### src/rtl/pgood_pkg.sv
package pgood_pkg;

  typedef enum logic {
    PG_PULLED   = 1'b0,
    PG_RELEASED = 1'b1
  } pgState_t;

  typedef struct packed {
    logic inc;
    logic clr;
  } ctlStrobes_t;

endpackage

### src/rtl/pgood_count.sv
module pgood_count
  import pgood_pkg::*;
#(
  parameter int DEGLITCH_CYCLES = 48
) (
  input  logic        clk,
  input  logic        rstN,
  input  ctlStrobes_t strobes,
  output logic        cntHit
);
  localparam int CNT_W = $clog2(DEGLITCH_CYCLES + 1);
  localparam logic [CNT_W-1:0] LAST = CNT_W'(DEGLITCH_CYCLES - 1);

  logic [CNT_W-1:0] cnt;

  assign cntHit = strobes.inc && (cnt == LAST);

  always_ff @(posedge clk or negedge rstN) begin
    if (!rstN)            cnt <= '0;
    else if (strobes.clr) cnt <= '0;
    else if (strobes.inc) cnt <= cnt + 1'b1;
  end

  AST_CNT_RANGE: assert property (@(posedge clk) disable iff (!rstN)
    cnt <= LAST);

  AST_CLEAR_EMPTIES: assert property (@(posedge clk) disable iff (!rstN)
    strobes.clr |=> (cnt == '0));

endmodule

### src/rtl/pgood_ctrl.sv
module pgood_ctrl
  import pgood_pkg::*;
(
  input  logic        clk,
  input  logic        rstN,
  input  logic        swTick,
  input  logic        fbAboveHi,
  input  logic        fbBelowLo,
  input  logic        refOk,
  input  logic        forceLow,
  input  logic        cntHit,
  output ctlStrobes_t strobes,
  output logic        isGood
);
  pgState_t st;
  pgState_t stNext;
  logic goodCond;
  logic badCond;
  logic qualify;

  assign goodCond = fbAboveHi & ~fbBelowLo & refOk;
  assign badCond  = fbBelowLo | ~refOk;
  assign qualify  = (st == PG_PULLED) ? goodCond : badCond;

  always_comb begin
    strobes.inc = qualify & swTick & ~forceLow;
    strobes.clr = ~qualify | forceLow | cntHit;
  end

  always_comb begin
    stNext = st;
    if (forceLow)    stNext = PG_PULLED;
    else if (cntHit) stNext = (st == PG_PULLED) ? PG_RELEASED : PG_PULLED;
  end

  always_ff @(posedge clk or negedge rstN) begin
    if (!rstN) st <= PG_PULLED;
    else       st <= stNext;
  end

  assign isGood = (st == PG_RELEASED);

  AST_RELEASE_NEEDS_GOOD: assert property (@(posedge clk) disable iff (!rstN)
    $rose(isGood) |-> $past(goodCond && swTick && !forceLow));

  AST_FALL_NEEDS_BAD: assert property (@(posedge clk) disable iff (!rstN)
    $fell(isGood) |-> $past(badCond || forceLow));

  AST_BAND_HOLDS: assert property (@(posedge clk) disable iff (!rstN)
    (!forceLow && !goodCond && !badCond) |=> $stable(isGood));

endmodule

### src/rtl/pgood_monitor.sv
module pgood_monitor
  import pgood_pkg::*;
#(
  parameter int DEGLITCH_CYCLES = 48
) (
  input  logic clk,
  input  logic rstN,
  input  logic swTick,
  input  logic fbAboveHi,
  input  logic fbBelowLo,
  input  logic refOk,
  input  logic shutdown,
  input  logic uvlo,
  input  logic thermalTrip,
  output logic pullLow
);
  ctlStrobes_t strobes;
  logic cntHit;
  logic isGood;
  logic forceLow;

  assign forceLow = shutdown | uvlo | thermalTrip;

  pgood_ctrl u_ctrl (
    .clk       (clk),
    .rstN      (rstN),
    .swTick    (swTick),
    .fbAboveHi (fbAboveHi),
    .fbBelowLo (fbBelowLo),
    .refOk     (refOk),
    .forceLow  (forceLow),
    .cntHit    (cntHit),
    .strobes   (strobes),
    .isGood    (isGood)
  );

  pgood_count #(.DEGLITCH_CYCLES(DEGLITCH_CYCLES)) u_count (
    .clk     (clk),
    .rstN    (rstN),
    .strobes (strobes),
    .cntHit  (cntHit)
  );

  assign pullLow = forceLow | ~isGood;

  AST_OVERRIDE_RESETS_STATE: assert property (@(posedge clk) disable iff (!rstN)
    forceLow |=> !isGood);

  AST_OVERRIDE_BLOCKS_COUNT: assert property (@(posedge clk) disable iff (!rstN)
    forceLow |-> !strobes.inc);

endmodule

### config.mk
export PLATFORM = sky130hd
export DESIGN_NAME = pgood_monitor
export DESIGN_NICKNAME = d
export VERILOG_FILES = /design/src/rtl/pgood_pkg.sv /design/src/rtl/pgood_count.sv /design/src/rtl/pgood_ctrl.sv /design/src/rtl/pgood_monitor.sv
export SDC_FILE = /design/constraint.sdc
export NUM_CORES = 1
export LEC_CHECK = 0
export BUFFER_PORTS_ARGS = -buffer_cell sky130_fd_sc_hd__buf_4
export CORE_MARGIN = 1
export CORE_UTILIZATION = 28
export CTS_CLUSTER_SIZE = 24
export DETAILED_ROUTE_END_ITERATION = 6
export SLEW_MARGIN = 15
export SYNTH_ARGS = -nofsm -noshare
export SYNTH_HDL_FRONTEND = slang
export SYNTH_SLANG_ARGS = --single-unit
### constraint.sdc
create_clock -name clk -period 1.8 [get_ports clk]
set_input_delay 0.27 -clock clk [delete_from_list [all_inputs] [get_ports clk]]
set_output_delay 0.27 -clock clk [all_outputs]
set_load 0.03 [all_outputs]
## After elaboration in Yosys (flattened, before gate mapping)

Index checks and enable logic that the tools add are counted.
Widths: inputs -> output; s select.

- Add/sub/neg operators: 1
- Equal/unequal tests: 1
- Mux-type cells: 6
- Bitwise operators: 15
- Reductions and logical operators: 3

Operator list:

| cell | count |
|---|---|
| $mux 6 | 2 |
| $add 6x1->6 const B | 1 |
| $eq 6x6->1 const B | 1 |
| $or 1x1->1 | 6 |
| $not 1->1 | 5 |
| $and 1x1->1 | 4 |
| $mux 1 | 4 |
| $reduce_bool 2->1 | 2 |
| $logic_and 1x1->1 | 1 |

- Register bits after elaboration: 7
- Input bits: 9
- Output and inout bits: 1
- Logic and storage cells: 28

## Depth between registers and ports, before layout

Gate-level depths: netlist of the first run.

- Depth in word-level cells: 9
- Depth in mapped cells: 5
- Depth with buffers taken out: 5

## By module

From an unflattened synthesis of the first run, not the netlist that was laid out.

- Cell total of the unflattened synthesis: 37
- Area, all modules: 374.1 sq um

Modules (own cells, without submodules):

| module | instances | cells each | area each (sq um) | seq. area each (sq um) |
|---|---|---|---|---|
| pgood_count | 1 | 27 | 281.5 | 150.1 |
| pgood_ctrl | 1 | 8 | 75.1 | 25.0 |
| pgood_monitor | 1 | 2 | 17.5 | 0.0 |

## Least setup slack after synthesis of the first run

Ideal clock, no wire load.

- Kind: flip-flop to flip-flop
- From: register u_count.cnt[0]
- To: register u_ctrl.st, in the netlist u_ctrl.isGood
- Setup time: 0.123 ns
- Data arrival time: 1.111 ns
- Required time: 1.677 ns
- Path slack: 0.566 ns
- Cell stages (with the launch flop): 6
- Path buffers: 0
- Period minus slack after synthesis: 1.234 ns
- Cell sequence: dfrtp_1 > ha_1 > and3_4 > nand3b_4 > nor2_1 > o221a_1

- Cells in the longest elaborated chain, start to end: 3

RTL lines:

| item | RTL line | RTL |
|---|---|---|
| start: declaration | pgood_count.sv:14 | `logic [CNT_W-1:0] cnt;` |
| start signal: assignment | pgood_count.sv:21 | `else if (strobes.inc) cnt <= cnt + 1'b1;` |
| $eq 6x6->1 | pgood_count.sv:16 | `assign cntHit = strobes.inc && (cnt == LAST);` |
| $logic_and 1x1->1 | pgood_count.sv:16 |  |
| $reduce_bool 2->1 (no source line) | -- |  |
| end signal: assignment | pgood_ctrl.sv:38 | `else st <= stNext;` |
| end: declaration | pgood_ctrl.sv:15 | `pgState_t st;` |

No other way between the ends.
A chain may end at the register's enable or synchronous reset.

## Final worst setup path of the first run

- From: register u_count.cnt[0]
- To: register u_count.cnt[5]

- Cells in the longest elaborated chain, start to end: 4
- Elaborated cells between the ends (all ways): 7
- Those cells by class: add/sub (1); eq/ne (1); mux (2); bitwise (1); reduce/logical (2)

RTL lines:

| item |
|---|
| branches (longest 4 deep; another with $add 6x1->6) |

Several ways; the timed one is not identified. The select of a mux whose other input is x is not followed.

==> metrics, run 1 <==
outcome completed; routability cong. 0.751; Routed WL 829 um; number of global-route vias before repair 308; Unique masters post-synth 22; CTS tree built; Mapped Avg Cell Area 9.15 um2; Worst Max-Slew Pin Slew 0.218 ns; Syn-to-layout area delta 28.6%; initial antenna violation count 0; Final Cycle Share 72.4%; final hold slack 0.276 ns; clock root cell clkbuf_4; Die H 40.3 um; Slew HR 85.5%; most frequent cells in the layout buf_4, nand2_1, dfrtp_1; RSZ-0062 raised after global routing no; Seq cells post-synth 7; Fillers 146; # clock sinks 7; Clk pin slew, worst setup/hold paths 0.05 ns; sequential area share after synthesis 42.6%; final count of hold timing violations 0; Worst Reg-to-Reg Cells 5; DRT antenna net count 0; Slew Viols, Final 0; ratio of cells with drive above 1 in the final layout 27.6%; global-route wire length before repair 1300 um; H-tree levels 1; DRT Pass-1 Iters 4; Nets 69; Max IR drop VDD 0.364 mV; Hold Path Depth 3; HP Class input pin to flop; Clock Skew 0.00724 ns; core area 1330 um2; cts repair resizes 0; total of max-cap violations 0; crit path launch type flop; critical path type flop to flop; RR Endpoint u_count.cnt[5]; PwrDens 621 nW/um2; Top Ports 10; Residual DRC 0; Worst R2R Setup Slack 0.50 ns; TritonCTS Buffers 3; Syn Nets 55; post-CTS setup buffer count 0; grt ovf 0; Worst Hold Endpoint u_ctrl.isGood; crit end category flop; setup violators final 0; final worst path period need 1.30 ns; reg-to-reg startpoint u_count.cnt[0]; Total GRT Usage 12.2%; wire length per cell 11.4 um; worst hold start thermalTrip; Die ar. 1630 um2; critical path data required time 1.96 ns; synth top area cells dfrtp_1, a21oi_1, nand2_1; Synth top area share 42.6%; Clock Latency Late Sink 0.25 ns; DR iter-0 viols 9; Synthesis Warnings 0; number of diodes 0; Yosys top cell by area dfrtp_1; Pleak 0.259 nW; most common cell after layout, fill and taps aside buf_4; row count 13; Critical Path Fanout Max 6; Die X 40.3 um; pin count of the biggest net entering global routing 10; DR vias 363; FMAX 0.767 GHz; # port buffers 9; Mapped Cells 45; Fin Setup TNS 0 ns; Vias/cell 4.97; CTS Buffer Depth 2; Synth Cell Area 412 um2; CP arrival 1.46 ns; Initial Util 30.9%
==> critical path: stages, from the launching register on <==
cell      delay (ns)
dfrtp_1         0.40
ha_1            0.23
and3_4          0.20
nand3b_4        0.10
o21ai_0         0.09
a211oi_1        0.20
==> state kept, by name, indices dropped and copies added (netlist names) <==
| register | count |
|---|---|
| u_count.cnt | 6 |
| u_ctrl.isGood | 1 |
==> how the worst max path moves through the flow <==
stage | from | to | cells past startpoint | slack, ns
final | u_count.cnt[0] | u_count.cnt[5] | 5 | 0.50
after global routing | u_count.cnt[0] | u_count.cnt[5] | 5 | 0.40
after CTS | u_count.cnt[0] | u_count.cnt[5] | 5 | 0.49
after detailed placement | u_count.cnt[0] | u_ctrl.isGood | 5 | 0.49
after global placement | u_count.cnt[0] | u_count.cnt[5] | 5 | 0.54
after floorplan | u_count.cnt[0] | u_ctrl.isGood | 5 | 0.57
==> final cells by class <==
class | instances | area [um2] | area share, %
Timing Repair Buffer | 10 | 77.6 | 14.7
Sequential cell | 7 | 175 | 33.1
Multi-Input combinational cell | 35 | 224 | 42.3
Clock buffer | 4 | 26.3 | 4.96
Tap cell | 15 | 18.8 | 3.55
Inverter | 2 | 7.51 | 1.42
==> synth_stat cells, drive strengths merged <==
cell type	number
a21oi	6
nor3	2
dfrtp	7
nand3	3
ha	1
inv	2
o221a	1
a311oi	1
mux2	1
nand2b	1
and3	1
nand2	8
xor2	1
o21ai	1
nor2	3
nand3b	2
nor2b	1
buf	1
a211oi	1
a31oi	1
==> cells by family after synthesis <==
logic type / synth area share, %
buffers and inverters: 3.04
muxes: 2.74
DFF: 42.6
and+or+nand+nor: 29.8
AOI/OAI and AO/OA: 16.7
adders and majority gates: 3.04
xor gates and xnor gates: 2.13
==> stage by stage <==
| stage | util [%] | cell area, um2 | setup slack (ns) | power [mW] | instances |
|---|---|---|---|---|---|
| after detailed placement | 37.0 | 493 | 0.485 | 0.190 | 68 |
| after global placement | 37.0 | 493 | 0.537 | 0.189 | 68 |
| final | 39.7 | 529 | 0.496 | 0.329 | 73 |
| after CTS | 39.7 | 529 | 0.486 | 0.339 | 73 |
| after floorplan | - | 412 | 0.566 | 0.172 | 45 |
| after global routing | 39.7 | 529 | 0.403 | 0.350 | 73 |
==> timing repair <==
| action | 4_1_cts | 5_1_grt |
|---|---|---|
| hold buffers | 1 | 0 |
| setup endpoints to repair | 0 | 0 |
| endpoints found under the hold margin | 7 | 0 |
==> metal layers <==
layer	routed length (um)	track usage [%]
met5	0	0
met4	0	0
met3	40	6.67
met2	402	19.4
met1	386	15.4
==> where the power goes <==
part / leakage, nW / switching (mW) / total (mW) / internal (mW)
clock network: 0.0150 / 0.0563 / 0.141 / 0.0845
logic: 0.146 / 0.0133 / 0.0302 / 0.0169
registers: 0.0978 / 0.000125 / 0.158 / 0.158
Note: power is estimated with default switching activity, not from simulation.
==> run 2: changes to the inputs <==
- ABC_AREA: not set -> 1
- clock period: 1.8 -> 1.1 ns (I/O delays scaled with it)
==> run 2 against run 1 <==
Via count grew 17%. Routed wire length grew 16%. Final area grew 24%. Largest power group unchanged. Clock power grew 70%. Non-clock buffer count grew 4. The flow now finishes with violations (setup timing). Synthesized cell count grew 24%.
==> metrics, run 2 <==
worst hold start swTick; total of max-cap violations 0; most frequent cells in the layout nand2_1, buf_4, dfrtp_1; Post-synth top cells nand2_1, dfrtp_1, inv_1, nand3_1, o21ai_2; crit path launch type flop; top-count cell post-synth nand2_1; setup ws final -0.0393 ns; post-CTS setup buffer count 0; Syn Nets 66; core area 1560 um2; max FFs per register 6; DRT Pass-1 Iters 2; final count of hold timing violations 0; Slew Viols, Final 0; Worst Reg-to-Reg Cells 7; clock root cell clkbuf_4; RSZ-0062 raised after global routing yes; final hold slack 0.213 ns; final worst path period need 1.14 ns; Seq cells post-synth 7; Routed WL 959 um; CP arrival 1.32 ns; number of global-route vias before repair 437; Die ar. 1890 um2; reg-to-reg startpoint u_count.cnt[1]; Fillers 157; DR vias 425; Synth Cell Area 482 um2; synth top area cells dfrtp_1, nand2_1, o21ai_2; DP HPWL 780 um; CTS Buffer Depth 2; pin count of the biggest net entering global routing 8; Residual DRC 0; Final Cycle Share 104%; Clock Skew 0.00396 ns; Die X 43.5 um; Synth top area share 36.4%; RR Endpoint u_ctrl.isGood; Die H 43.5 um; initial antenna violation count 0; non-filler cells, final 90; sequential area share after synthesis 36.4%; Unique masters post-synth 19; Nets 85; Final Cell Area 657 um2; Max IR drop VDD 0.260 mV; Critical Path Fanout Max 5; Synthesis Warnings 0; setup violators final 1; Hold Path Depth 4; EDFF count, synth 0; register area 175 um2; Post-synth ARST share 100%; total power 0.550 mW; Slew HR 83.2%; failing checks setup timing; grt ovf 0; H-tree levels 1; Vias/cell 4.72; area of the multi-input gates 298 um2; Fin Setup TNS -0.0393 ns; critical path type flop to flop; Top Ports 10; routability cong. 0.762; Initial Util 30.9%; TritonCTS Buffers 3; Most used DFF post-synth dfrtp_1; critical path data required time 1.28 ns; Pleak 0.299 nW; # port buffers 9; Clock Latency Late Sink 0.25 ns; row count 14; global-route wire length before repair 1810 um; ratio of cells with drive above 1 in the final layout 45.9%; PwrDens 837 nW/um2; HP Class input pin to flop; Most flops, register u_count.cnt; placed insts 85; FMAX 0.878 GHz; Mapped Cells 56; # clock sinks 7; outcome complete, but fails checks; Mapped Avg Cell Area 8.60 um2; wire length per cell 10.7 um; Worst Hold Endpoint u_count.cnt[1]; Clk pin slew, worst setup/hold paths 0.06 ns; Total GRT Usage 13.6%; Yosys top cell by area dfrtp_1; Worst Max-Slew Pin Slew 0.252 ns; placed cell areas 613 um2; Worst R2R Setup Slack -0.04 ns; CTS tree built; DRT antenna net count 0; crit end category flop; DR iter-0 viols 6; number of diodes 0; Syn-to-layout area delta 36.4%
run 2: cell count changes in the layout (fill, tap and decap cells not counted), sizes merged, moves of 2 or more:
cell | before | now
nand2 | 8 | 16
a21oi | 6 | 0
inv | 2 | 8
buf | 9 | 13
nand3 | 3 | 7
o21ai | 1 | 5
nand4 | 0 | 3
nand3b | 2 | 0
o21bai | 0 | 2
run 2: cell type report:
type	instances	area share, %
clock buffers	4	4.00
inverters	8	4.57
multi-input cells	41	45.3
flip-flops and latches	7	26.7
well taps	16	3.05
repair buffers	14	16.4
run 2: worst max path at each step:
stage	from	to	cells after the start
5_1_grt	u_count.cnt[1]	u_ctrl.isGood	6
3_5_place_dp	u_count.cnt[1]	u_ctrl.isGood	6
2_1_floorplan	u_count.cnt[0]	u_ctrl.isGood	6
3_3_place_gp	u_count.cnt[1]	u_ctrl.isGood	6
6_report	u_count.cnt[1]	u_ctrl.isGood	7
4_1_cts	u_count.cnt[1]	u_ctrl.isGood	7
run 2: cells by family (layout without fill, tap and decap cells):
logic type,after synthesis,after routing,synth area share (%)
flip-flops,7,7,36.4
AO/OA/AOI/OAI,7,7,11.4
AND/OR/NAND/NOR,31,31,39.7
XOR/XNOR,2,2,3.64
adder cells (fa/ha/maj),1,1,2.60
buffers and inverters,8,26,6.23
run 2: repair_timing:
action,in CTS,in global routing
hold endpoints to repair,7,0
setup endpoints to repair,5,7
pin swaps,0,2
resized for setup,0,3
hold buffers,1,0
run 2: through the flow:
step                setup WS, ns  util, %
finish                   -0.0393     42.1
global route              -0.151     42.1
CTS                      -0.0447     41.7
detailed placement       -0.0383     39.3
global placement         -0.0213     39.3
floorplan                -0.0428        -
run 2: routing by layer:
layer / global-route usage, % / wire, um / vias to the layer above
met5: 0 / 0 / -
met2: 21.5 / 483 / 4
li1: - / - / 218
met1: 15.1 / 451 / 201
met4: 9.38 / 14 / 0
met3: 5.00 / 9 / 2
run 2: critical path: stages (launching register included):
cell and delay, ns:
dfrtp_1 0.36, ha_2 0.19, nand2_2 0.06, inv_2 0.07, nand4_4 0.11, inv_1 0.08, nand4_1 0.11, o21ai_1 0.09
run 2: power by group:
group	switching (mW)	internal (mW)	total, mW
Sequential	0.000113	0.258	0.258
Combinational	0.0255	0.0271	0.0525
Clock	0.101	0.139	0.239
Total	0.126	0.424	0.550
